File: src/rtl/lanewr_pkg.sv
package lanewr_pkg;
  parameter int LANES     = 4;
  parameter int BYTE_BITS = 8;
  localparam int LANE_BITS = BYTE_BITS + 1;
  localparam int WORD_BITS = LANES * LANE_BITS;
  localparam int PAR_BASE  = LANES * BYTE_BITS;

  typedef struct packed {
    logic [LANES-1:0] lane;
    logic             rdReq;
  } strobe_t;
endpackage

File: src/rtl/lanewr_ctrl.sv
module lanewr_ctrl
  import lanewr_pkg::*;
(
  input  logic             clk,
  input  logic             rstN,
  input  logic             chipSelN,
  input  logic             globalWrN,
  input  logic             byteGateN,
  input  logic [LANES-1:0] laneSelN,
  output strobe_t          strb,
  output logic             outDisable
);
  logic [LANES-1:0] laneNext;
  logic             rdNext;

  always_comb begin
    laneNext = '0;
    if (!chipSelN) begin
      if (!globalWrN)      laneNext = '1;
      else if (!byteGateN) laneNext = ~laneSelN;
    end
    rdNext = !chipSelN && (laneNext == '0);
  end

  always_ff @(posedge clk or negedge rstN) begin
    if (!rstN) begin
      strb       <= '0;
      outDisable <= 1'b0;
    end else begin
      strb.lane  <= laneNext;
      strb.rdReq <= rdNext;
      outDisable <= |laneNext;
    end
  end


  glob_all_lanes_chk: assert property (@(posedge clk) disable iff (!rstN)
    (!chipSelN && !globalWrN) |=> (strb.lane == '1 && outDisable));


  gated_sel_chk: assert property (@(posedge clk) disable iff (!rstN)
    (!chipSelN && globalWrN && !byteGateN) |=> (strb.lane == ~$past(laneSelN)));


  ungated_ignore_chk: assert property (@(posedge clk) disable iff (!rstN)
    (globalWrN && byteGateN) |=> (strb.lane == '0 && !outDisable));


  desel_no_write_chk: assert property (@(posedge clk) disable iff (!rstN)
    chipSelN |=> (strb.lane == '0 && !strb.rdReq && !outDisable));
endmodule

File: src/rtl/lanewr_array.sv
module lanewr_array
  import lanewr_pkg::*;
#(
  parameter int ADDR_W = 4
) (
  input  logic                 clk,
  input  logic                 rstN,
  input  logic [ADDR_W-1:0]    addrIn,
  input  logic [WORD_BITS-1:0] dataIn,
  input  strobe_t              strb,
  input  logic                 outDisable,
  output logic [WORD_BITS-1:0] dataOut
);
  localparam int DEPTH = 1 << ADDR_W;

  logic [ADDR_W-1:0]    addrReg;
  logic [WORD_BITS-1:0] dinReg;
  logic [WORD_BITS-1:0] outReg;
  logic [WORD_BITS-1:0] rdWord;

  always_ff @(posedge clk or negedge rstN) begin
    if (!rstN) begin
      addrReg <= '0;
      dinReg  <= '0;
    end else begin
      addrReg <= addrIn;
      dinReg  <= dataIn;
    end
  end

  for (genvar g = 0; g < LANES; g++) begin : laneBank
    logic [LANE_BITS-1:0] laneMem [DEPTH];
    logic [LANE_BITS-1:0] laneWr;
    logic [LANE_BITS-1:0] laneRd;

    assign laneWr = {dinReg[PAR_BASE+g], dinReg[g*BYTE_BITS +: BYTE_BITS]};
    assign laneRd = laneMem[addrReg];

    always_ff @(posedge clk) begin
      if (strb.lane[g]) laneMem[addrReg] <= laneWr;
    end

    assign rdWord[g*BYTE_BITS +: BYTE_BITS] = laneRd[BYTE_BITS-1:0];
    assign rdWord[PAR_BASE+g]               = laneRd[BYTE_BITS];
  end

  always_ff @(posedge clk or negedge rstN) begin
    if (!rstN)           outReg <= '0;
    else if (strb.rdReq) outReg <= rdWord;
  end

  assign dataOut = outDisable ? '0 : outReg;


  rd_wr_excl_chk: assert property (@(posedge clk) disable iff (!rstN)
    strb.rdReq |-> (strb.lane == '0));


  out_hold_chk: assert property (@(posedge clk) disable iff (!rstN)
    (strb.lane != '0) |=> $stable(outReg));
endmodule

File: src/rtl/sram_lane_write.sv
module sram_lane_write
  import lanewr_pkg::*;
#(
  parameter int ADDR_W = 4
) (
  input  logic                 clk,
  input  logic                 rstN,
  input  logic                 chipSelN,
  input  logic                 globalWrN,
  input  logic                 byteGateN,
  input  logic [LANES-1:0]     laneSelN,
  input  logic [ADDR_W-1:0]    addrIn,
  input  logic [WORD_BITS-1:0] dataIn,
  output logic [WORD_BITS-1:0] dataOut,
  output logic                 outDisable
);
  strobe_t strb;

  lanewr_ctrl uCtrl (
    .clk(clk), .rstN(rstN), .chipSelN(chipSelN), .globalWrN(globalWrN),
    .byteGateN(byteGateN), .laneSelN(laneSelN), .strb(strb),
    .outDisable(outDisable)
  );

  lanewr_array #(.ADDR_W(ADDR_W)) uArray (
    .clk(clk), .rstN(rstN), .addrIn(addrIn), .dataIn(dataIn), .strb(strb),
    .outDisable(outDisable), .dataOut(dataOut)
  );


  reset_quiet_chk: assert property (@(posedge clk)
    !rstN |=> (!outDisable || rstN));
endmodule

File: config.mk
export PLATFORM = sky130hd
export DESIGN_NAME = sram_lane_write
export DESIGN_NICKNAME = d
export VERILOG_FILES = /design/src/rtl/lanewr_pkg.sv /design/src/rtl/lanewr_ctrl.sv /design/src/rtl/lanewr_array.sv /design/src/rtl/sram_lane_write.sv
export SDC_FILE = /design/constraint.sdc
export NUM_CORES = 1
export LEC_CHECK = 0
export BUFFER_PORTS_ARGS = -buffer_cell sky130_fd_sc_hd__buf_2
export CAP_MARGIN = 20
export CELL_PAD_IN_SITES_DETAIL_PLACEMENT = 1
export CELL_PAD_IN_SITES_GLOBAL_PLACEMENT = 2
export CORE_ASPECT_RATIO = 1.25
export CORE_MARGIN = 4
export CORE_UTILIZATION = 43
export DETAILED_ROUTE_END_ITERATION = 16
export PLACE_DENSITY_LB_ADDON = 0.1
export SYNTH_ARGS = -nofsm -noshare
export SYNTH_HDL_FRONTEND = slang
export SYNTH_SLANG_ARGS = --single-unit
File: constraint.sdc
create_clock -name clk -period 1.9 [get_ports clk]
set_input_delay 0.095 -clock clk [delete_from_list [all_inputs] [get_ports clk]]
set_output_delay 0.095 -clock clk [all_outputs]
set_load 0.02 [all_outputs]
==> run summary, run 1 <==
Status - completed
GRT Total Usage - 20.8%
Fmax - 0.533 GHz
Root Buffer - clkbuf_16
Total power - 31.4 mW
Util after Layout - 53.5%
Final worst-path setup slack - 23.1 ps
Reg area - 19400 um2
Ys async rst share - 12.5%
Layout cells sized above 1 - 25.3%
Finish-stage setup viols - 0
Synth top cells by count - edfxtp_1, mux2i_1, nor2_1
Post-DP Area - 28000 um2
Max cap viols - 0
Largest cells by area after synthesis - edfxtp_1, mux2i_1, dfrtp_1
Initial antenna violation count - 1
Leading area contributor after synthesis - edfxtp_1
R2R Setup Slk - 20 ps
Placer Congestion - 0.752
CP endpoint kind - flop
CTS tree - done
Area occupied by multi-input gates - 5490 um2
Setup WS pre-CTS - -102 ps
Headroom to the max-slew limit - 56.9%
Post-Syn Instances - 1411
Total Wirelength - 64800 um
Initial Util - 43.7%
Clk buf depth - 3
Met2 wire length - 33600 um
Cts bufs inserted - 67
Chip Width - 224 um
1st-iter DRT viols - 942
FILL cells - 5328
Drt wl/cell - 26.1 um
RSZ-0062 raised after global routing - true
Die ar. - 62500 um2
First-pass GRT wire length - 96400 um
Mapped cell area - 25200 um2
Layout Area Growth over Synthesis - 22.4%
Port Buf Inserts - 85
WP data required - 2390 ps
Vias in the first global route - 14775
Synth cell types - 35
Worst-margin pin slew - 646 ps
Worst EP arrival - 2370 ps
Total gr overflow - 0
Vias post-DR - 13558
Min-delay worst type - primary input to asynchronous set/reset pin
Final Non-Filler Cells - 2481
Power Density - 1020 nW/um2
Largest net degree at the start of global routing - 45
Net count, final - 1730
Routed wl met3 - 2180 um
Setup TNS - 0 ps
Diodes inserted - 0
Drc violations - 0
CP Class - flop to flop
Router iterations before antenna repair - 5
Synth Net Count - 1460
Mean Syn Cell Area - 17.9 um2
CP Max Fanout - 10
Fin crit period - 1880 ps
Yosys reg bits - 658
Hold slack - 52.3 ps
Clock transition at path regs - 60 ps
VDD IR max - 0.000769 V
Dpl cells - 2303
Synth top area share - 68.7%
Number of synthesized flops with an enable pin - 576
H-tree Lvls - 3
R2r worst-path depth - 5
Routed Antenna Nets - 0
I/O pin total - 86
Sequential share of the synthesized area - 76.8%
Clk_skew - 23.5 ps
Final Hold Viols - 0
Final Slew Violations - 0
Tcrit/Tclk final - 98.8%
Top Metal Used - met4
CTS sink cnt - 658
CP Launch Type - flop
DPL Wire Length - 40900 um
Most frequent cell after synthesis - edfxtp_1
Met1 WL - 27900 um
Core area - 57600 um2
Most used DFF post-synth - edfxtp_1
Worst reg2reg path startpoint - uArray.addrReg[0]
Vias per std cell - 5.46
Ys Warns - 0
Die Y - 279 um
P_leak - 11.0 nW
Reg2reg end - uArray.outReg[35]
Worst skew pair latency - 600 ps
# rows - 98
Design area - 30800 um2
cell families (layout without fill, tap and decap cells):
| logic type | after synthesis | in the layout | share of synthesized area, % |
|---|---|---|---|
| buf+inv | 88 | 408 | 2.12 |
| flops | 658 | 658 | 76.8 |
| simple gates | 245 | 245 | 4.49 |
| mux | 252 | 252 | 11.8 |
| compound gates | 168 | 168 | 4.77 |
cells in the final DEF, fill, tap and decap left out, types with 16 or more instances in the layout:
cell           synthesis  layout
clkbuf_16              0      70
o22ai_1               56      56
a2bb2oi_1             16      16
mux4_2                36      36
dlygate4sd3_1          0      50
a221oi_1              20      17
clkbuf_1              40      16
buf_12                 2      60
nor2_2                 0      23
nand2_1               45      44
nor2b_1               38      35
nand3_1               21      21
dfrtp_1               82      76
o21ai_1               17      19
mux2i_1              216     216
nor2_1               107      75
a31oi_1               36      36
buf_4                 21      88
edfxtp_1             576     576
buf_2                 12      84
per-layer routing:
| metal | vias to the layer above | global-route usage [%] |
|---|---|---|
| li1 | 6089 | - |
| met1 | 7139 | 27.9 |
| met2 | 257 | 36.2 |
| met3 | 73 | 2.61 |
| met4 | 0 | 5.47 |
| met5 | - | 0 |
flip-flops by register name, indices dropped and copies added (netlist names):
signal and flops:
uCtrl.strb 5, uCtrl.outDisable 1, uArray.dinReg 36, uArray.outReg 36, uArray.addrReg 4, uArray.laneBank.laneMem 576
report_power, final:
part / internal [mW] / switching, mW / total [mW]
Sequential: 16.2 / 0.421 / 16.6
Clock: 7.40 / 5.29 / 12.7
Combinational: 0.951 / 1.14 / 2.09
final cells by class:
cell class / instances / area share [%]
clock inverter: 25 / 0.722
timing repair buffer: 289 / 9.49
clock buffer: 94 / 6.16
sequential: 658 / 62.8
multi-input combinational: 665 / 17.8
tap: 750 / 3.04
worst max-delay path, stage by stage (launching register included):
cell and delay [ps]:
dfrtp_4 540, buf_4 170, or3_1 390, buf_4 220, o221a_2 280, a31oi_1 180
what timing repair did:
item,4_1_cts,5_1_grt
pin swaps,2,1
gates cloned,0,2
setup buffers,2,4
hold endpoints to repair,128,0
gates resized for setup,8,16
setup endpoints to repair,203,125
hold buffers,51,0
how the worst max path moves through the flow:
stage | start | endpoint | slack (ps) | cells past startpoint
finish | uArray.addrReg[0] | uArray.outReg[35] | 20 | 5
global route | uArray.addrReg[3] | uArray.outReg[18] | -4 | 6
CTS | uArray.addrReg[3] | uArray.laneBank[0].laneMem[13][2] | -5 | 5
detailed placement | uArray.addrReg[1] | uArray.laneBank[2].laneMem[0][2] | -100 | 5
global placement | uArray.addrReg[1] | uArray.laneBank[2].laneMem[0][5] | -50 | 5
floorplan | uArray.addrReg[2] | uArray.laneBank[0].laneMem[12][0] | -260 | 4
Power figures use the tool's default switching activity.
==> run 2, diff against run 1 <==
--- a/config.mk
+++ b/config.mk
@@ -7,11 +7,11 @@
 export LEC_CHECK = 0
 export BUFFER_PORTS_ARGS = -buffer_cell sky130_fd_sc_hd__buf_2
 export CAP_MARGIN = 20
-export CELL_PAD_IN_SITES_DETAIL_PLACEMENT = 1
-export CELL_PAD_IN_SITES_GLOBAL_PLACEMENT = 2
+export CELL_PAD_IN_SITES_DETAIL_PLACEMENT = 0
+export CELL_PAD_IN_SITES_GLOBAL_PLACEMENT = 1
 export CORE_ASPECT_RATIO = 1.25
 export CORE_MARGIN = 4
-export CORE_UTILIZATION = 43
+export CORE_UTILIZATION = 46
 export DETAILED_ROUTE_END_ITERATION = 16
 export PLACE_DENSITY_LB_ADDON = 0.1
 export SYNTH_ARGS = -nofsm -noshare
==> run summary, run 2 (same netlist as run 1, synthesis figures left out) <==
Status - completed
Power Density - 1030 nW/um2
Fin crit period - 1840 ps
Max reg flops - 576
Vias in the first global route - 13930
Final Slew Violations - 0
Layout cells sized above 1 - 25.1%
Layout Area Growth over Synthesis - 22.6%
Net switching power - 6.79 mW
CTS tree - done
Die ar. - 58600 um2
Most common cell after layout, fill and taps aside - edfxtp_1
Clock Power Share - 41.2%
Routed Antenna Nets - 0
H-tree Lvls - 3
First-pass GRT wire length - 90400 um
CP Class - flop to flop
Port Buf Inserts - 85
Vias per std cell - 5.46
Router iterations before antenna repair - 5
Placer Congestion - 0.765
Largest net degree at the start of global routing - 73
Comb pwr share - 6.5%
Tcrit/Tclk final - 97.1%
Dpl cells - 2272
Commonest cells after routing, fill and taps aside - edfxtp_1, mux2i_1, buf_2
Fmax - 0.542 GHz
Clk buf depth - 3
Vias post-DR - 13406
DPL Wire Length - 38000 um
CP endpoint kind - flop
Design area - 30900 um2
P_int - 25.0 mW
Net count, final - 1725
Drc violations - 0
CTS sink cnt - 658
Final Non-Filler Cells - 2457
Headroom to the max-slew limit - 57.8%
Worst EP arrival - 2360 ps
Post-DP Area - 27900 um2
Min-delay worst type - primary input to asynchronous set/reset pin
Initial Util - 46.7%
CP Max Fanout - 14
Chip Width - 217 um
Finish-stage setup viols - 0
RSZ-0062 raised after global routing - true
Root Buffer - clkbuf_16
Core area - 54000 um2
Clock transition at path regs - 60 ps
# rows - 95
CP Launch Type - flop
Max cap viols - 0
Worst skew pair latency - 590 ps
Biggest register - uArray.laneBank.laneMem
Total Wirelength - 60700 um
Worst-margin pin slew - 634 ps
Final Hold Viols - 0
Total gr overflow - 0
GRT Total Usage - 20.8%
Die Y - 270 um
Drt wl/cell - 24.7 um
Cts bufs inserted - 66
I/O pin total - 86
Clk_skew - 19.6 ps
P_leak - 11.1 nW
WP data required - 2420 ps
VDD IR max - 0.000589 V
Initial antenna violation count - 2
Switching Share - 21.4%
1st-iter DRT viols - 1052
Biggest regs - uArray.laneBank.laneMem x576, uArray.dinReg x36, uArray.outReg x36
Reg power frac - 52.2%
run 2: stage by stage:
| stage | setup TNS, ps | setup slack, ps | util (%) | power, mW | hold WS [ps] |
|---|---|---|---|---|---|
| global placement | -436 | -170 | 51.8 | 18.8 | 73.1 |
| finish | 0 | 55.6 | 57.2 | 31.8 | 67.3 |
| CTS | 0 | 1.34 | 56.9 | 32.1 | 70.8 |
| global route | -62.6 | -29.0 | 57.2 | 33.0 | 95.6 |
| floorplan | -15600 | -258 | - | 17.9 | -201 |
| detailed placement | -571 | -182 | 51.8 | 18.9 | 74.6 |
run 2: per-layer routing:
| metal | routed length, um | GRT usage [%] | vias up | share of wire (%) |
|---|---|---|---|---|
| li1 | - | - | 6090 | - |
| met1 | 25900 | 28.2 | 6895 | 43 |
| met2 | 30600 | 34.8 | 331 | 50 |
| met3 | 2660 | 3.06 | 90 | 4.4 |
| met4 | 1590 | 7.00 | 0 | 2.6 |
| met5 | 0 | 0 | - | 0 |
run 2: area by class of cell:
cell class | instances | area, um2
Antenna cell | 2 | 5.00
Clock buffer | 94 | 1910
Clock inverter | 26 | 288
Fill cell | 4190 | 23100
Multi-Input combinational cell | 665 | 5510
Sequential cell | 658 | 19400
Tap cell | 727 | 910
Timing Repair Buffer | 285 | 2880
run 2: final timing paths:
kind | start | cells past startpoint | end | slack (ps)
worst max register to register | uArray.addrReg[1] | 6 | uArray.outReg[9] | 60
worst min register to register | uArray.outReg[29] | 2 | uArray.outReg[29] | 540
min in group clk | dataIn[7] | 2 | uArray.dinReg[7] | 140
worst max-delay path | uArray.addrReg[1] | 6 | uArray.outReg[9] | 60
worst min-delay path | rstN | 3 | uArray.outReg[18] | 70
max in group asynchronous | rstN | 3 | uArray.outReg[25] | 1410
run 2: power groups by stage:
stage	clock [mW]	sequential (mW)	combinational (mW)
after global routing	14.1	16.6	2.25
after detailed placement	0	16.9	1.96
after CTS	13.4	16.6	2.08
after floorplan	0	16.7	1.23
after global placement	0	16.9	1.94
final	13.1	16.6	2.08
run 2: what timing repair did:
item | 4_1_cts | 5_1_grt
pin swaps | 2 | 3
endpoints found under the setup margin | 33 | 63
cloned | 0 | 1
gates resized for setup | 11 | 10
hold buffers | 51 | 0
endpoints found under the hold margin | 128 | 0
setup buffers | 1 | 10
run 2: critical path: stages (launching register included):
cell	delay [ps]
dfrtp_4	520
and2_2	250
buf_12	160
buf_4	170
a221oi_2	340
o21ai_1	150
a31oi_1	170
==> run 3, diff against run 2 <==
--- a/config.mk
+++ b/config.mk
@@ -14,6 +14,7 @@
 export CORE_UTILIZATION = 46
 export DETAILED_ROUTE_END_ITERATION = 16
 export PLACE_DENSITY_LB_ADDON = 0.1
+export REMOVE_ABC_BUFFERS = 1
 export SYNTH_ARGS = -nofsm -noshare
 export SYNTH_HDL_FRONTEND = slang
 export SYNTH_SLANG_ARGS = --single-unit
==> run summary, run 3 (same netlist as run 1, synthesis figures left out) <==
Vias per std cell - 5.42
Clock Power Share - 40.1%
Headroom to the max-slew limit - 59.9%
Total gr overflow - 0
Vias post-DR - 13214
Cts bufs inserted - 67
CTS sink cnt - 658
R2R Setup Slk - 60 ps
Vias in the first global route - 13903
Router iterations before antenna repair - 5
Final Slew Violations - 0
Met2 wire length - 30600 um
Largest delay share family, worst path - flip-flops
First-pass GRT wire length - 88900 um
Diodes inserted - 0
Layout cells sized above 1 - 22.3%
VDD IR max - 0.000712 V
RSZ-0062 raised after global routing - true
Top Metal Used - met4
P_int - 24.2 mW
Chip Width - 217 um
P_leak - 10.8 nW
Total Wirelength - 59400 um
Switching Share - 21.8%
Clk buf depth - 3
Root Buffer - clkbuf_16
Initial Util - 46.7%
DPL Wire Length - 36500 um
Routed wl met3 - 2370 um
Biggest register - uArray.laneBank.laneMem
Fin crit period - 1840 ps
Drc violations - 0
Finish-stage setup viols - 0
Commonest cells after routing, fill and taps aside - edfxtp_1, mux2i_1, nor2_1
Worst EP arrival - 2350 ps
Max incr delay on CP - 490 ps
CP Class - flop to flop
Worst-margin pin slew - 602 ps
Power Density - 1030 nW/um2
Reg2reg end - uArray.outReg[10]
I/O pin total - 86
Placer Congestion - 0.761
Port Buf Inserts - 85
Die Y - 270 um
Net count, final - 1706
Fmax - 0.542 GHz
Biggest regs - uArray.laneBank.laneMem x576, uArray.dinReg x36, uArray.outReg x36
Clk_skew - 23.9 ps
Crit path cell chain - buf_12, or3_1, buf_4, o221a_2, a31oi_1
Routed Antenna Nets - 0
WP data required - 2400 ps
Largest net degree at the start of global routing - 83
R2r worst-path depth - 5
Drt wl/cell - 24.3 um
CP Launch Type - flop
Min-delay worst type - primary input to asynchronous set/reset pin
Post-DP Area - 27400 um2
Buffers and inverters on the worst path - 2
Design area - 30100 um2
Max reg flops - 576
Die ar. - 58600 um2
Net switching power - 6.73 mW
CTS tree - done
CP max-delay cell - dfrtp_2
Reg power frac - 53.6%
Worst reg2reg path startpoint - uArray.addrReg[2]
Max cap viols - 0
Met1 WL - 25100 um
CP endpoint kind - flop
H-tree Lvls - 3
Hold slack - 115 ps
Most common cell after layout, fill and taps aside - edfxtp_1
Initial antenna violation count - 1
Worst skew pair latency - 600 ps
# rows - 95
Final Hold Viols - 0
Status - completed
GRT Total Usage - 20.4%
Tcrit/Tclk final - 97.1%
Clock transition at path regs - 60 ps
Setup TNS - 0 ps
Core area - 54000 um2
1st-iter DRT viols - 937
CP Max Fanout - 21
Comb pwr share - 6.3%
Layout Area Growth over Synthesis - 19.7%
run 3: changes by cell type in the layout (fill, tap and decap cells not counted), moves of 8 or more:
cell      before  now
nor2_1        77  105
nor2_2        21    2
clkbuf_1      18   26
nor2_4         9    0
buf_12        62   41
run 3: timing repair:
item                                   in CTS  in global routing
setup buffers                               0                  4
pin swaps                                   0                  0
hold buffers                               50                  0
resized for setup                           3                 17
setup endpoints to repair                  29                 27
endpoints found under the hold margin     128                  0
run 3: worst min-delay path: stages:
cell and delay (ps):
dlygate4sd3_1 530, buf_4 110, buf_12 440
run 3: final cells by class:
class / count / area, um2
Fill cell: 4280 / 23800
Sequential cell: 658 / 19400
Multi-Input combinational cell: 665 / 5390
Timing Repair Buffer: 265 / 2420
Clock buffer: 98 / 1850
Tap cell: 727 / 910
Clock inverter: 25 / 209
run 3: how the worst max path moves through the flow:
stage | cells after the start | to | from
4_1_cts | 4 | uArray.outReg[6] | uArray.addrReg[1]
6_report | 5 | uArray.outReg[10] | uArray.addrReg[2]
3_5_place_dp | 4 | uArray.laneBank[3].laneMem[0][5] | uArray.addrReg[1]
3_3_place_gp | 4 | uArray.outReg[21] | uArray.addrReg[1]
2_1_floorplan | 2 | uArray.laneBank[0].laneMem[1][0] | uArray.addrReg[1]
5_1_grt | 6 | uArray.outReg[8] | uArray.addrReg[3]
run 3: layer usage:
metal  up-vias  GRT usage, %
li1       6037             -
met1      6819          27.0
met5         -             0
met3        70          3.03
met2       288          35.2
met4         0          5.98
run 3: power groups by stage:
stage | registers (mW) | clock network (mW) | logic (mW)
6_report | 16.6 | 12.4 | 1.96
5_1_grt | 16.6 | 13.4 | 2.13
4_1_cts | 16.6 | 12.7 | 1.95
3_5_place_dp | 16.9 | 0 | 1.87
3_3_place_gp | 16.9 | 0 | 1.86
2_1_floorplan | 16.8 | 0 | 1.12
run 3: through the flow:
step,util [%],power [mW],instances,setup slack [ps]
after floorplan,-,18.0,1323,-7930
after global placement,50.9,18.7,2261,18.8
after detailed placement,50.9,18.7,2261,-22.2
after CTS,55.6,31.2,2434,13.6
after global routing,55.9,32.1,2438,-6.49
final,55.9,30.9,2438,55.3
